`src/rtl/tlb_pkg.sv`:
```
// Shared types for the translation cache.
// Assumes nothing beyond the users agreeing on the flag layout.
package tlb_pkg;
    typedef struct packed {
        logic valid;
        logic writable;
        logic referenced;
        logic dirty;
    } tlb_flags_t;
endpackage

```
`src/rtl/tlb_match.sv`:
```
// Parallel tag comparator: compares one key against every slot and
// encodes the hitting slot. Assumes at most one slot matches a key
// (the filler never installs a duplicate page/tag pair).
module tlb_match #(
    parameter int ENTRIES = 8,
    parameter int VPN_W   = 20,
    parameter int ASID_W  = 8,
    localparam int IDX_W  = $clog2(ENTRIES)
) (
    input  logic               clk,
    input  logic               rst_n,
    input  logic [ENTRIES-1:0] slot_valid,
    input  logic [VPN_W-1:0]   slot_vpn  [ENTRIES],
    input  logic [ASID_W-1:0]  slot_asid [ENTRIES],
    input  logic [VPN_W-1:0]   key_vpn,
    input  logic [ASID_W-1:0]  key_asid,
    output logic               any_hit,
    output logic [IDX_W-1:0]   hit_idx
);
    logic [ENTRIES-1:0] match;

    // One comparator per slot, page and tag both qualified by valid.
    for (genvar g = 0; g < ENTRIES; g++) begin : g_cmp
        assign match[g] = slot_valid[g] && (slot_vpn[g] == key_vpn)
                          && (slot_asid[g] == key_asid);
    end

    // Encode the matching slot; lowest index wins if ever several match.
    always_comb begin
        hit_idx = '0;
        for (int k = ENTRIES - 1; k >= 0; k--) begin
            if (match[k]) hit_idx = IDX_W'(k);
        end
    end

    assign any_hit = |match;


    match_unique_chk: assert property (@(posedge clk) disable iff (!rst_n)
        $onehot0(match));
endmodule

```
`src/rtl/tlb_victim.sv`:
```
// Replacement chooser: picks the lowest free slot, otherwise the slot
// under a rotating pointer. The pointer moves only when a fill lands
// on it. Assumes fill_go is already masked by flush.
module tlb_victim #(
    parameter int ENTRIES = 8,
    localparam int IDX_W  = $clog2(ENTRIES)
) (
    input  logic               clk,
    input  logic               rst_n,
    input  logic [ENTRIES-1:0] slot_valid,
    input  logic               fill_go,
    output logic [IDX_W-1:0]   victim_idx
);
    logic [IDX_W-1:0] ptr_q;
    logic [IDX_W-1:0] free_idx;
    logic             any_free;

    // Lowest-numbered invalid slot.
    always_comb begin
        free_idx = '0;
        for (int k = ENTRIES - 1; k >= 0; k--) begin
            if (!slot_valid[k]) free_idx = IDX_W'(k);
        end
    end

    assign any_free   = ~&slot_valid;
    assign victim_idx = any_free ? free_idx : ptr_q;

    // Rotating pointer, stepped only by evicting fills.
    always_ff @(posedge clk) begin
        if (!rst_n)
            ptr_q <= '0;
        else if (fill_go && !any_free)
            ptr_q <= (ptr_q == IDX_W'(ENTRIES - 1)) ? '0 : ptr_q + 1'b1;
    end


    free_first_chk: assert property (@(posedge clk) disable iff (!rst_n)
        any_free |-> !slot_valid[victim_idx]);


    ptr_hold_chk: assert property (@(posedge clk) disable iff (!rst_n)
        (!fill_go || any_free) |=> $stable(ptr_q));
endmodule

```
`src/rtl/tlb_xlate.sv`:
```
// Fully associative translation cache with address-space tags.
// Lookup is combinational from stored state; flag updates and fills
// take effect at the next edge. Priority per slot: flush, fill, flag
// update. Assumes the filler never installs a page/tag pair that is
// already present, and ENTRIES is at least 2.
module tlb_xlate #(
    parameter int ENTRIES = 8,
    parameter int VPN_W   = 20,
    parameter int PPN_W   = 16,
    parameter int ASID_W  = 8,
    localparam int IDX_W  = $clog2(ENTRIES)
) (
    input  logic              clk,
    input  logic              rst_n,
    input  logic              flush,
    input  logic              lk_valid,
    input  logic [VPN_W-1:0]  lk_vpn,
    input  logic [ASID_W-1:0] lk_asid,
    input  logic              lk_write,
    output logic              lk_hit,
    output logic [PPN_W-1:0]  lk_ppn,
    output logic              lk_ref,
    output logic              lk_dirty,
    output logic              lk_fault,
    input  logic              fill_valid,
    input  logic [VPN_W-1:0]  fill_vpn,
    input  logic [ASID_W-1:0] fill_asid,
    input  logic [PPN_W-1:0]  fill_ppn,
    input  logic              fill_writable
);
    import tlb_pkg::*;

    logic [VPN_W-1:0]   vpn_q   [ENTRIES];
    logic [ASID_W-1:0]  asid_q  [ENTRIES];
    logic [PPN_W-1:0]   ppn_q   [ENTRIES];
    tlb_flags_t         flags_q [ENTRIES];
    logic [ENTRIES-1:0] valid_vec;
    logic               any_hit;
    logic [IDX_W-1:0]   hit_idx;
    logic [IDX_W-1:0]   victim_idx;
    logic               fill_go;
    logic               lk_ok;
    tlb_flags_t         hit_flags;

    // Collect the valid bits for the comparator and the chooser.
    always_comb begin
        for (int k = 0; k < ENTRIES; k++) valid_vec[k] = flags_q[k].valid;
    end

    tlb_match #(.ENTRIES(ENTRIES), .VPN_W(VPN_W), .ASID_W(ASID_W)) u_match (
        .clk(clk), .rst_n(rst_n), .slot_valid(valid_vec),
        .slot_vpn(vpn_q), .slot_asid(asid_q),
        .key_vpn(lk_vpn), .key_asid(lk_asid),
        .any_hit(any_hit), .hit_idx(hit_idx)
    );

    assign fill_go = fill_valid && !flush;

    tlb_victim #(.ENTRIES(ENTRIES)) u_victim (
        .clk(clk), .rst_n(rst_n), .slot_valid(valid_vec),
        .fill_go(fill_go), .victim_idx(victim_idx)
    );

    // Drive the lookup outputs, zero on a miss.
    always_comb begin
        hit_flags = flags_q[hit_idx];
        lk_hit    = lk_valid && any_hit;
        lk_fault  = lk_hit && lk_write && !hit_flags.writable;
        lk_ppn    = lk_hit ? ppn_q[hit_idx] : '0;
        lk_ref    = lk_hit && hit_flags.referenced;
        lk_dirty  = lk_hit && hit_flags.dirty;
        lk_ok     = lk_hit && !lk_fault;
    end

    // Slot storage: flush, then fill, then flag update on a good hit.
    always_ff @(posedge clk) begin
        for (int k = 0; k < ENTRIES; k++) begin
            if (!rst_n) begin
                vpn_q[k]   <= '0;
                asid_q[k]  <= '0;
                ppn_q[k]   <= '0;
                flags_q[k] <= '0;
            end else if (flush) begin
                flags_q[k].valid <= 1'b0;
            end else if (fill_go && victim_idx == IDX_W'(k)) begin
                vpn_q[k]   <= fill_vpn;
                asid_q[k]  <= fill_asid;
                ppn_q[k]   <= fill_ppn;
                flags_q[k] <= '{valid: 1'b1, writable: fill_writable,
                                referenced: 1'b0, dirty: 1'b0};
            end else if (lk_ok && hit_idx == IDX_W'(k)) begin
                flags_q[k].referenced <= 1'b1;
                if (lk_write) flags_q[k].dirty <= 1'b1;
            end
        end
    end


    flush_clears_chk: assert property (@(posedge clk) disable iff (!rst_n)
        flush |=> (valid_vec == '0));


    ref_set_chk: assert property (@(posedge clk) disable iff (!rst_n)
        (lk_ok && !flush && !(fill_go && victim_idx == hit_idx))
        |=> flags_q[$past(hit_idx)].referenced);

    for (genvar g = 0; g < ENTRIES; g++) begin : g_slot_chk

        ro_clean_chk: assert property (@(posedge clk) disable iff (!rst_n)
            (flags_q[g].valid && !flags_q[g].writable) |-> !flags_q[g].dirty);

        dirty_cause_chk: assert property (@(posedge clk) disable iff (!rst_n)
            $rose(flags_q[g].dirty) |-> $past(lk_valid && lk_write && !lk_fault));
    end
endmodule

```
`config.mk`:
```
export PLATFORM = sky130hd
export DESIGN_NAME = tlb_xlate
export DESIGN_NICKNAME = d
export VERILOG_FILES = /design/src/rtl/tlb_pkg.sv /design/src/rtl/tlb_match.sv /design/src/rtl/tlb_victim.sv /design/src/rtl/tlb_xlate.sv
export SDC_FILE = /design/constraint.sdc
export NUM_CORES = 1
export LEC_CHECK = 0
export ABC_AREA = 1
export BUFFER_PORTS_ARGS = -buffer_cell sky130_fd_sc_hd__clkbuf_2
export CAP_MARGIN = 20
export CORE_MARGIN = 3
export CORE_UTILIZATION = 30
export CTS_CLUSTER_SIZE = 40
export DETAILED_ROUTE_END_ITERATION = 8
export PLACE_DENSITY = 0.43
export SETUP_SLACK_MARGIN = 0.3
export SLEW_MARGIN = 15
export SYNTH_ARGS = -nofsm -noshare
export SYNTH_HDL_FRONTEND = slang
export SYNTH_SLANG_ARGS = --single-unit
```
`constraint.sdc`:
```
create_clock -name clk -period 3.41 [get_ports clk]
set_input_delay 0.682 -clock clk [delete_from_list [all_inputs] [get_ports clk]]
set_output_delay 0.682 -clock clk [all_outputs]
set_load 0.01 [all_outputs]
```
Word level (Yosys, flattened, before mapping)
Memory sizes are Yosys's and may differ from the RTL's.
Cells that the tools add are included.
{"block": "op_classes", "n_reduce_logical": 55, "add_sub_neg": 1, "eq_ne": 31, "mux": 184, "bitwise": 49}
{"op": "$eq A20 B20 Y1", "n": 8}
{"op": "$mux W1", "n": 149}
{"op": "$mux W16", "n": 9}
{"op": "$mux W3", "n": 26}
{"op": "$eq A8 B8 Y1", "n": 8}
{"op": "$or A1 B1 Y1", "n": 48}
{"op": "$logic_and A1 B1 Y1", "n": 40}
{"op": "$eq A3 B3 Y1 const B", "n": 9}
{"op": "$reduce_and A2 Y1", "n": 8}
{"op": "$eq A3 B2 Y1 const B", "n": 4}
{"op": "$reduce_and A8 Y1", "n": 1}
{"op": "$reduce_or A8 Y1", "n": 1}
{"op": "$eq A3 B1 Y1 const B", "n": 2}
{"op": "$logic_not A3 Y1", "n": 2}
{"op": "$add A3 B1 Y3 const B", "n": 1}
{"op": "$logic_not A1 Y1", "n": 3}
{"op": "$not A1 Y1", "n": 1}
{"block": "word_totals", "memories": 2, "inputBits": 79, "word_cells": 339, "ram_bits": 160, "register_bits": 227}
{"name": "ppn_q", "words": 8, "width": 16, "rd": 1, "rd_ports_with_merged_regs": 0, "wr": 8, "line_no": "tlb_xlate.sv:35", "rtl": "logic [PPN_W-1:0] ppn_q [ENTRIES];"}
{"name": "flags_q", "words": 8, "width": 4, "rd": 9, "rd_ports_with_merged_regs": 0, "wr": 8, "line_no": "tlb_xlate.sv:36", "rtl": "tlb_flags_t flags_q [ENTRIES];"}

Logic depth before layout (Yosys ltp)
Gate-level depths: netlist of run 1.
An unclocked memory read counts as a cell.
{"block": "depth", "depth_word": 23, "depth_mapped": 26}

Hierarchy
From an unflattened synthesis of run 1, not the netlist that was laid out.
{"block": "unflattened", "hier_cells": 2216, "hier_area_um2": 18235.0}
{"module": "tlb_xlate", "n_inst": 1, "area_each_um2": 14627.8, "cells_each": 1475}
{"module": "tlb_match", "n_inst": 1, "area_each_um2": 3339.5, "cells_each": 703}
{"module": "tlb_victim", "n_inst": 1, "area_each_um2": 267.8, "cells_each": 38}

Worst setup path after synthesis of run 1
Ideal clock, no wire load.
{"block": "synth_path", "path_type": "input to output", "from": "input lk_vpn[13]", "to": "output lk_ppn[10]", "arrival_time_ns": 2.597, "required_ns": 2.728, "path_stages": 20, "setup_slack_ns": 0.131, "cell_sequence": "buf_2 -> buf_2 -> nand2_1 -> o21ai_0 -> nor2_1 -> nand4_1 -> nor3_1 -> nand3_1 -> nand2_1 -> nand2_1 -> nand2_1 -> nand2_4 -> nand2_4 -> inv_2 -> nand2_1 -> buf_2 -> o21ai_0 -> nor2_1 -> nor2_1 -> nor2_1"}
{"block": "synth_between", "elab_chain_len": 13, "word_cells_on_any_way": 36, "cone_classes": "eq/ne: 8; mux: 9; reduce/logical: 18; memory: 1"}
{"element": "start: declaration", "line_no": "tlb_xlate.sv:17", "rtl": "input logic [VPN_W-1:0] lk_vpn,"}
{"element": "$eq A20 B20 Y1", "line_no": "tlb_match.sv:24", "rtl": "assign match[g] = slot_valid[g] && (slot_vpn[g] == key_vpn)"}
{"element": "$logic_and A1 B1 Y1", "line_no": "tlb_match.sv:24"}
{"element": "$logic_and A1 B1 Y1", "line_no": "tlb_match.sv:25", "rtl": "&& (slot_asid[g] == key_asid);"}
{"element": "$mux W3 (8 in a row)", "line_no": "tlb_match.sv:32", "rtl": "if (match[k]) hit_idx = IDX_W'(k);"}
{"element": "$mem_v2 Z8 W16"}
{"element": "$mux W16 (*)", "line_no": "tlb_xlate.sv:69", "rtl": "lk_ppn = lk_hit ? ppn_q[hit_idx] : '0;"}
{"element": "end: declaration", "line_no": "tlb_xlate.sv:21", "rtl": "output logic [PPN_W-1:0] lk_ppn,"}
Mark *: on every way between the ends. The rest lies on a longest branch, timed or not.

Worst setup path in the final report of run 1
{"block": "layout_path", "from": "register asid_q[11] (netlist name)", "to": "output lk_ref"}
{"block": "layout_between", "elab_chain_len": 11, "word_cells_on_any_way": 13, "cone_classes": "eq/ne: 1; mux: 7; reduce/logical: 4; memory: 1"}
{"element": "start: declaration", "line_no": "tlb_xlate.sv:34", "rtl": "logic [ASID_W-1:0] asid_q [ENTRIES];"}
{"element": "start signal: indexed assignment", "line_no": "tlb_xlate.sv:87", "rtl": "asid_q[k] <= fill_asid;"}
{"element": "$eq A8 B8 Y1 (*)", "line_no": "tlb_match.sv:25"}
{"element": "$logic_and A1 B1 Y1 (*)", "line_no": "tlb_match.sv:25"}
{"element": "$mux W3 (7 in a row)", "line_no": "tlb_match.sv:32"}
{"element": "$mem_v2 Z8 W4"}
{"element": "$logic_and A1 B1 Y1 (*)", "line_no": "tlb_xlate.sv:70", "rtl": "lk_ref = lk_hit && hit_flags.referenced;"}
{"element": "end: declaration", "line_no": "tlb_xlate.sv:22", "rtl": "output logic lk_ref,"}
Marks and branches as above.

==> flow_metrics.py, run 1 <==
metrics = {
    "routing": {
        "drt.antenna.violating_nets": 0,
        "wl_um": 116000,
        "routed_via_density": 5.13,
        "dr_total_vias": 21951,
        "drt_iter0_drc": 1663,
        "dr.pass1.iters": 5,
        "wl_per_cell_um": 27.2,
        "drc": 0,
    },
    "placed_design": {
        "postPlaceCellArea_sq_mm": 0.0259,
        "numPortBuffers": 98,
        "gp_congestion": 0.967,
        "pre_cts_slack_ps": -1690,
        "hpwl_um": 85700,
    },
    "logic_synthesis": {
        "synth_cell_types": 47,
        "synth_fp_nets": 2776,
        "syn_area_sq_mm": 0.0201,
        "synth-seq-cells": 387,
        "yosysTopAreaCellShare": 0.239,
        "async_flop_share": 0,
        "yosysSeqAreaShare": 0.464,
        "synth_edf_count": 160,
        "yosys_most_used_dff": "dfxtp_1",
        "syn_area_per_cell_sq_um": 7.47,
        "ys_top_cells_by_area": "edfxtp_1 24%, dfxtp_1 23%, nand2_1 11%, inv_1 7.6%, nor2_1 7.4%",
        "yosysTopAreaCell": "edfxtp_1",
        "yosys_warnings": 0,
        "postSynthCellCount": 2695,
    },
    "setup_path": {
        "startpoint_type": "flop",
        "reg2reg_depth": 24,
        "worstPathArrival_ps": 3530,
        "crit_type": "flop to output port",
        "crit_required_ps": 2730,
        "endpoint_kind": "output port",
        "critPathMaxFanout": 7,
    },
    "timing": {
        "rsz0062_at_grt": "true",
        "setup_viol": 36,
        "hold_viol_final": 0,
        "max-slew-margin-rel": 0.311,
        "skew_ps": 21.2,
        "worstMarginPinSlew_ps": 1030,
        "setup_slack_ps": -805,
        "min_period_ps": 4220,
        "maxSlewViolCount": 0,
        "post-route-period-util": 1.24,
        "fmax_mhz": 237,
    },
    "final_layout": {
        "nFillCells": 6732,
        "multiInputGateArea_sq_mm": 0.00964,
        "seqCellArea_sq_mm": 0.00938,
        "syn_to_final_growth_pct": 48.2,
        "post-route-cell-area_sq_mm": 0.0299,
        "nets": 3459,
        "layout-drive-gt1-share": 0.344,
    },
    "global_routing": {
        "grt_start_max_net_pins": 44,
        "first_global_vias": 22152,
        "grt_pass1_wl_um": 161000,
        "gr-total-overflow": 0,
        "antenna_found_initial": 2,
        "track_usage": 0.323,
    },
    "clock_tree": {
        "cts_tree": "yes",
        "numCtsBuffers": 50,
        "clk_latency_ps": 620,
        "cts_max_level": 2,
        "clock-sinks": 387,
        "cts_buffer_depth": 3,
        "clockRootBuffer": "clkbuf_16",
        "path_clk_slew_ps": 60,
    },
    "power_and_ir_drop": {
        "pwr_density_cell_mw_per_mm2": 411,
        "swShare": 0.272,
        "power.internal_mw": 8.93,
        "p_comb_frac": 0.126,
        "finalPower_mw": 12.3,
        "p_leak_nw": 13.2,
        "clock_power_share": 0.469,
        "switching_power_mw": 3.33,
        "peakVddDrop_mv": 0.364,
        "p_seq_frac": 0.405,
    },
    "hold_path": {
        "hold_class": "flop to flop",
        "min_path_cells": 2,
    },
    "die": {
        "ios": 99,
        "die_area_sq_mm": 0.0703,
        "die-height_um": 265,
        "start_util": 0.305,
        "fp-row-count": 94,
        "die-width_um": 265,
        "coreArea_sq_mm": 0.0661,
    },
    "flow_run": {
        "drv_cap": 0,
    },
    "run_status": {
        "status": "complete, but fails checks",
        "violations": "negative setup slack",
    },
}
## power groups by stage
stage | clock network, mW | logic [mW] | registers (mW)
2_1_floorplan | 0 | 0.574 | 5.05
3_3_place_gp | 0 | 1.45 | 5.06
3_5_place_dp | 0 | 1.44 | 5.06
4_1_cts | 5.81 | 1.49 | 4.97
5_1_grt | 6.00 | 1.61 | 4.97
6_report | 5.75 | 1.55 | 4.97
## cell usage in the layout (no fill, tap or decap), types with 7 or more instances in the layout
cell type	synthesis	layout
nand3b_1	43	43
edfxtp_1	160	160
inv_4	0	7
nand4_1	93	93
clkbuf_16	0	57
buf_4	15	568
a21oi_1	17	14
clkbuf_2	1	69
o21ai_1	21	19
buf_8	0	7
xor2_1	16	10
nor3_1	24	17
o21ai_0	120	108
nand2_1	593	514
xnor2_2	0	7
dfxtp_2	0	18
nand3_2	1	13
bufinv_16	0	7
nor2_1	398	316
xnor2_1	31	22
nor2_4	4	25
o21ai_2	1	11
inv_1	410	392
buf_12	1	36
nand3_1	92	76
clkinv_2	0	10
nand2_2	13	76
dfxtp_1	227	208
o22ai_1	214	212
nand4_2	8	8
nand2_4	5	19
clkbuf_8	0	8
buf_2	32	17
inv_2	23	35
nor3_2	1	7
nor2_2	4	65
buf_6	11	38
clkinv_1	10	10
## state kept, by name (all words and copies together) (netlist names)
signal          cells
vpn_q             160
ppn_q             128
asid_q             64
flags_q            32
u_victim.ptr_q      3
## timing repair
action	in CTS	in global routing
resized for setup	194	229
cloned	7	4
hold buffers	0	0
buffers inserted	24	21
setup endpoints to repair	52	78
pin swaps	67	93
## worst max-delay path, stage by stage, from the launching register on
cell and delay (ps):
dfxtp_2 320, buf_6 120, nand2_4 60, buf_6 80, nand4_1 190, nor3_2 170
buf_4 160, nand3_4 70, nor2_4 140, nand2_4 80, o21ai_4 90, nand3_2 110
buf_6 140, nand2_4 80, nand2_8 90, nor2_4 200, buf_12 190, nand2_4 50
nand2_2 80, nor2_4 40, nor2_4 150, buf_6 120, nor2_2 20, buf_2 130
## per-layer routing
layer	vias to the layer above	routed length [um]	GRT usage
met5	-	9	0
met4	2	9770	0.209
met3	318	5730	0.0418
met2	832	57500	0.578
met1	10584	43400	0.363
li1	10215	-	-
## worst paths after layout
path	start	to	slack, ps
setup reg to reg	asid_q[11]	flags_q[1][0]	-80
setup / recovery	asid_q[11]	lk_ref	-810
hold / removal	vpn_q[52]	vpn_q[52]	480
hold reg to reg	vpn_q[52]	vpn_q[52]	480
## kinds of logic (layout without fill, tap and decap cells)
family	after synthesis	count (layout)	synth area share
fa+ha+maj	2	2	0.00124
other cells	0	2	0
flops	387	387	0.464
xor+xnor	47	47	0.0204
simple gates	1300	1300	0.283
buf+inv	564	1285	0.115
compound gates	395	396	0.116
## stage by stage
step / util / TNS, ps / hold WS (ps) / std cells
final: 0.452 / -15570 / 483 / 4283
after global routing: 0.452 / -18210 / 505 / 4282
after CTS: 0.436 / -15830 / 453 / 4256
after detailed placement: 0.392 / -62350 / 466 / 4134
after global placement: 0.392 / -60280 / 460 / 4134
after floorplan: - / 0 / 443 / 2695
## area by class of cell
class,count,area share
flip-flops and latches,387,0.314
clock buffers,62,0.0476
diodes,2,0.000168
multi-input cells,1745,0.323
well taps,864,0.0362
repair buffers,751,0.211
inverters,443,0.0575
clock inverters,29,0.0111
## cell usage after synthesis (3+ instances only)
cell,number
nor4_1,12
nand3_1,92
nand4_1,93
o21ai_0,120
xnor2_1,31
xor2_1,16
nand2_4,5
a211oi_1,5
nand3b_1,43
inv_2,23
inv_1,410
a221oi_1,7
edfxtp_1,160
o22ai_1,214
buf_1,3
clkinv_1,10
nor3b_1,3
nor2_2,4
o21ai_1,21
buf_4,15
buf_6,11
clkbuf_1,58
dfxtp_1,227
buf_2,32
nor2_4,4
nor2_1,398
nand2_1,593
o2111ai_1,4
nand2_2,13
a21oi_1,17
nand4_2,8
nor3_1,24
Power figures use the tool's default switching activity.
==> inputs of run 2 (changes only) <==
==> constraint.sdc (replaced) <==
create_clock -name clk -period 3.41 [get_ports clk]
set_input_delay 1.023 -clock clk [delete_from_list [all_inputs] [get_ports clk]]
set_output_delay 1.023 -clock clk [all_outputs]
set_load 0.01 [all_outputs]
==> flow_metrics.py, run 2 (same netlist as run 1, synthesis figures left out) <==
metrics = {
    "clock_tree": {
        "cts_hold_buf": 0,
        "numCtsBuffers": 49,
        "clk_latency_ps": 610,
        "clockRootBuffer": "clkbuf_16",
        "cts_tree": "yes",
        "cts_max_level": 2,
        "clock-sinks": 387,
        "cts_buffer_depth": 3,
        "path_clk_slew_ps": 60,
    },
    "routing": {
        "dr.pass1.iters": 6,
        "drc": 0,
        "dr_total_vias": 21774,
        "wl_um": 112000,
        "routed_via_density": 5.14,
        "drt.antenna.violating_nets": 0,
        "wl_per_cell_um": 26.4,
        "drt_iter0_drc": 1751,
    },
    "power_and_ir_drop": {
        "p_leak_nw": 12.8,
        "peakVddDrop_mv": 0.344,
        "pwr_density_cell_mw_per_mm2": 397,
        "finalPower_mw": 11.7,
    },
    "final_layout": {
        "top_register": "vpn_q",
        "nets": 3413,
        "top_regs": "vpn_q x160, ppn_q x128, asid_q x64",
        "nFillCells": 6776,
        "syn_to_final_growth_pct": 46.7,
        "layout-drive-gt1-share": 0.337,
        "final_cell_mix": "513 x buf_4, 481 x nand2_1, 388 x inv_1, 310 x nor2_1, 227 x dfxtp_1",
        "largest_reg_flops": 160,
        "mostFrequentLayoutCell": "buf_4",
    },
    "global_routing": {
        "grt_pass1_wl_um": 156000,
        "track_usage": 0.311,
        "grt_start_max_net_pins": 46,
        "antenna_found_initial": 3,
        "gr-total-overflow": 0,
        "first_global_vias": 21758,
    },
    "timing": {
        "maxSlewViolCount": 0,
        "fmax_mhz": 207,
        "hold_viol_final": 0,
        "worstMarginPinSlew_ps": 921,
        "min_period_ps": 4830,
        "setup_slack_ps": -1420,
        "whs_ps": 477,
        "setup_viol": 52,
        "post-route-period-util": 1.42,
        "skew_ps": 12.6,
        "max-slew-margin-rel": 0.385,
        "rsz0062_at_grt": "true",
    },
    "setup_path": {
        "worstPathArrival_ps": 3810,
        "startpoint_type": "input port",
        "r2r_start": "asid_q[7]",
        "endpoint_kind": "output port",
        "critPathMaxFanout": 5,
        "crit_required_ps": 2390,
        "crit_type": "input port to output port",
        "crit_start": "lk_vpn[12]",
    },
    "die": {
        "die-width_um": 265,
        "fp-row-count": 94,
        "die_area_sq_mm": 0.0703,
        "die-height_um": 265,
        "ios": 99,
        "coreArea_sq_mm": 0.0661,
        "start_util": 0.305,
    },
    "hold_path": {
        "hold_path.startpoint": "asid_q[44]",
        "hold_class": "flop to flop",
    },
    "placed_design": {
        "gp_congestion": 0.986,
        "hpwl_um": 83500,
        "numPortBuffers": 98,
        "pre_cts_slack_ps": -1840,
    },
    "flow_run": {
        "drv_cap": 0,
    },
    "run_status": {
        "status": "complete, but fails checks",
        "violations": "negative setup slack",
    },
}
==> run 2: changes by cell type in the layout (fill, tap and decap cells not counted), sizes merged <==
| cell | change |
|---|---|
| inv | +5 |
| clkinv | -7 |
| bufinv | -5 |
| a21oi | -1 |
| diode | -1 |
| clkbuf | +5 |
| buf | -39 |
| bufbuf | -3 |
| clkinvlp | -4 |
==> run 2: layout make-up <==
type	count	area, sq um	share of cell area
Tap cell	864	1080	0.0366
Clock inverter	18	158	0.00534
Multi-Input combinational cell	1744	9750	0.330
Clock buffer	69	1370	0.0464
Sequential cell	387	9350	0.316
Antenna cell	1	2.50	0.0000847
Inverter	443	1710	0.0579
Timing Repair Buffer	707	6130	0.207
==> run 2: per-stage QoR <==
step / TNS (ps) / instances / instance area (sq um) / util
detailed placement: -73650 / 4103 / 26000 / 0.393
finish: -31360 / 4233 / 29500 / 0.447
CTS: -27240 / 4216 / 28600 / 0.433
floorplan: -9150 / 2695 / 20500 / -
global route: -36500 / 4233 / 29500 / 0.447
global placement: -74750 / 4102 / 26000 / 0.393
==> run 2: repair_timing <==
action                                  4_1_cts  5_1_grt
cloned                                        4        2
buffers inserted                             22       14
pin swaps                                    54      136
gates resized for setup                     221      236
endpoints found under the setup margin       52       52
==> run 2: critical path, stage by stage <==
cell	delay, ps
buf_8	100
buf_8	140
xnor2_4	180
nand2_1	100
nor3_2	190
nand4_1	230
nor2_1	200
nand2_2	90
o21ai_2	70
buf_6	120
nand3_4	100
nand2_4	90
nand2_4	80
buf_12	130
nor2_4	150
buf_12	130
buf_12	130
nand2_4	50
nand2_2	50
nor2_1	40
nor2_1	160
nor2_2	70
clkbuf_8	150
==> run 2: path summary, 6_finish.rpt <==
check / slack (ps) / depth (start not counted) / end
setup / recovery: -1420 / 23 / lk_dirty
hold / removal: 480 / 2 / asid_q[44]
setup reg to reg: -110 / 26 / flags_q[1][0]
hold reg to reg: 480 / 2 / asid_q[44]
==> run 2: layer usage <==
| layer | up-vias | track usage | part of all wire |
|---|---|---|---|
| met1 | 10475 | 0.361 | 0.39 |
| met5 | - | 0 | 0.00012 |
| met2 | 856 | 0.542 | 0.48 |
| met4 | 2 | 0.202 | 0.082 |
| li1 | 10129 | - | - |
| met3 | 312 | 0.0399 | 0.050 |
==> run 2: power breakdown <==
part / switching, mW / leakage, nW / internal (mW)
sequential: 0.0467 / 3.49 / 4.92
combinational: 1.03 / 8.57 / 0.595
clock: 2.18 / 0.758 / 2.95
==> inputs of run 3 (changes only) <==
ABC_AREA = 0   (was 1)
==> flow_metrics.py, run 3 <==
metrics = {
    "power_and_ir_drop": {
        "swShare": 0.249,
        "switching_power_mw": 2.64,
        "clock_power_share": 0.452,
        "peakVddDrop_mv": 0.367,
        "p_seq_frac": 0.468,
        "finalPower_mw": 10.6,
        "pwr_density_cell_mw_per_mm2": 437,
        "power.internal_mw": 7.99,
        "p_leak_nw": 9.62,
        "p_comb_frac": 0.081,
    },
    "timing": {
        "setup_viol": 52,
        "setup_tns_ps": -46730,
        "worstMarginPinSlew_ps": 622,
        "max-slew-margin-rel": 0.585,
        "maxSlewViolCount": 0,
        "setup_slack_ps": -1810,
        "rsz0062_at_grt": "true",
        "skew_ps": 31.9,
        "min_period_ps": 5220,
        "fmax_mhz": 192,
        "post-route-period-util": 1.53,
        "hold_viol_final": 0,
    },
    "routing": {
        "drt_iter0_drc": 781,
        "dr_total_vias": 14166,
        "drc": 0,
        "dr.pass1.iters": 5,
        "wl_per_cell_um": 24.5,
        "routed_via_density": 5.15,
        "wl_um": 67400,
        "drt.antenna.violating_nets": 0,
    },
    "global_routing": {
        "use_met2": 0.386,
        "use_met1": 0.274,
        "top_usage_layer": "met2",
        "gr-total-overflow": 0,
        "first_global_vias": 14061,
        "grtUsageMet3": 0.0235,
        "track_usage": 0.214,
        "grt_pass1_wl_um": 96400,
        "grt_start_max_net_pins": 39,
        "antenna_found_initial": 0,
    },
    "placed_design": {
        "pre_cts_slack_ps": -2000,
        "hpwl_um": 43900,
        "gp_congestion": 0.838,
        "placed_cells": 2606,
        "numPortBuffers": 98,
    },
    "clock_tree": {
        "cts_max_level": 2,
        "clock-sinks": 387,
        "numCtsBuffers": 46,
        "path_clk_slew_ps": 50,
        "cts_buffer_depth": 3,
        "cts_tree": "yes",
        "cts_hold_buf": 0,
        "clk_latency_ps": 590,
        "clockRootBuffer": "clkbuf_16",
    },
    "logic_synthesis": {
        "yosys_most_used_dff": "dfxtp_1",
        "yosysTopAreaCell": "edfxtp_1",
        "yosys_warnings": 0,
        "syn_area_per_cell_sq_um": 11.0,
        "synth_common_cells": "227 x dfxtp_1, 224 x a22o_1, 160 x edfxtp_1, 138 x and2_1, 119 x xnor2_1",
        "synth_cell_types": 56,
        "synth-seq-cells": 387,
        "postSynthCellCount": 1592,
        "yosysTopAreaCellShare": 0.273,
        "synth_fp_nets": 1673,
        "async_flop_share": 0,
        "syn_area_sq_mm": 0.0176,
        "ys_top_cells_by_area": "edfxtp_1 27%, dfxtp_1 26%, a22o_1 11%, xnor2_1 5.9%, xor2_1 5.1%",
        "synthMostInstantiatedCell": "dfxtp_1",
        "yosysSeqAreaShare": 0.532,
        "synth_edf_count": 160,
    },
    "setup_path": {
        "startpoint_type": "input port",
        "critPathMaxFanout": 6,
        "endpoint_kind": "output port",
        "crit_required_ps": 2390,
        "worstPathArrival_ps": 4190,
        "crit_type": "input port to output port",
    },
    "die": {
        "fp-row-count": 88,
        "coreArea_sq_mm": 0.0578,
        "ios": 99,
        "die-height_um": 248,
        "start_util": 0.304,
        "die-width_um": 248,
        "die_area_sq_mm": 0.0615,
    },
    "final_layout": {
        "finalNonFillerCells": 2752,
        "nets": 2030,
        "final_core_util": 0.421,
        "diodes": 0,
        "layout-drive-gt1-share": 0.354,
        "mostFrequentLayoutCell": "buf_4",
        "top_regs": "vpn_q x160, ppn_q x128, asid_q x64",
        "final_cell_mix": "286 x buf_4, 227 x dfxtp_1, 224 x a22o_1, 160 x edfxtp_1, 136 x and2_1",
        "largest_reg_flops": 160,
        "top_register": "vpn_q",
        "syn_to_final_growth_pct": 38.3,
    },
    "flow_run": {
        "drv_cap": 0,
    },
    "run_status": {
        "violations": "negative setup slack",
        "status": "complete, but fails checks",
    },
    "hold_path": {
        "hold_class": "flop to flop",
    },
}
==> run 3: logic make-up (layout without fill, tap and decap cells) <==
group                      count (synthesis)  count (layout)  share of synthesized area
buffers and inverters                    164             559                     0.0413
and+or+nand+nor                          433             433                      0.140
adders and majority gates                  2               2                    0.00142
DFF                                      387             387                      0.532
muxes                                      3               3                    0.00171
xor gates and xnor gates                 222             222                      0.111
AOI/OAI and AO/OA                        381             381                      0.173
==> run 3: per-stage QoR <==
stage	hold slack (ps)	area (sq um)
after floorplan	460	17800
after global placement	474	21000
after detailed placement	475	21000
after CTS	496	23300
after global routing	509	24300
final	493	24300
==> run 3: layout make-up <==
class	count	area, sq um
clock buffers	60	1280
well taps	765	957
flip-flops and latches	387	9350
inverters	16	62.6
clock inverters	26	176
repair buffers	457	3810
fillers	5548	33500
multi-input cells	1041	8670
==> run 3: power groups by stage <==
stage / Clock (mW) / Combinational, mW / Sequential [mW]
finish: 4.80 / 0.859 / 4.97
global route: 5.09 / 0.907 / 4.98
CTS: 4.90 / 0.826 / 4.97
detailed placement: 0 / 0.793 / 5.07
global placement: 0 / 0.794 / 5.06
floorplan: 0 / 0.389 / 5.05
==> run 3: metal layers <==
metal	vias to the layer above	share of wire	wire (um)
li1	6587	-	-
met1	7155	0.43	29300
met2	333	0.51	34100
met3	91	0.036	2420
met4	0	0.023	1550
met5	-	0	0
==> run 3: what timing repair did <==
item                                    4_1_cts  5_1_grt
endpoints found under the setup margin       52       52
setup buffers                                23       31
pin swaps                                    47       66
cloned                                        2        4
gates resized for setup                     115      146
==> run 3: final timing paths <==
| path | slack (ps) | cells after the start | start | endpoint |
|---|---|---|---|---|
| max | -1810 | 15 | lk_vpn[18] | lk_ppn[11] |
| min | 490 | 1 | asid_q[9] | asid_q[9] |
| max reg2reg | -390 | 15 | vpn_q[4] | flags_q[3][1] |
| min reg2reg | 490 | 1 | asid_q[9] | asid_q[9] |
==> run 3: critical path, stage by stage <==
cell and delay, ps:
clkbuf_16 140, xnor2_4 190, buf_6 130, nand4_1 70, or4_4 540, or3_4 430, a211oi_4 250, buf_6 150
o21ai_4 120, buf_6 170, buf_16 130, or3_4 400, a31oi_4 180, o211ai_1 120, buf_2 150
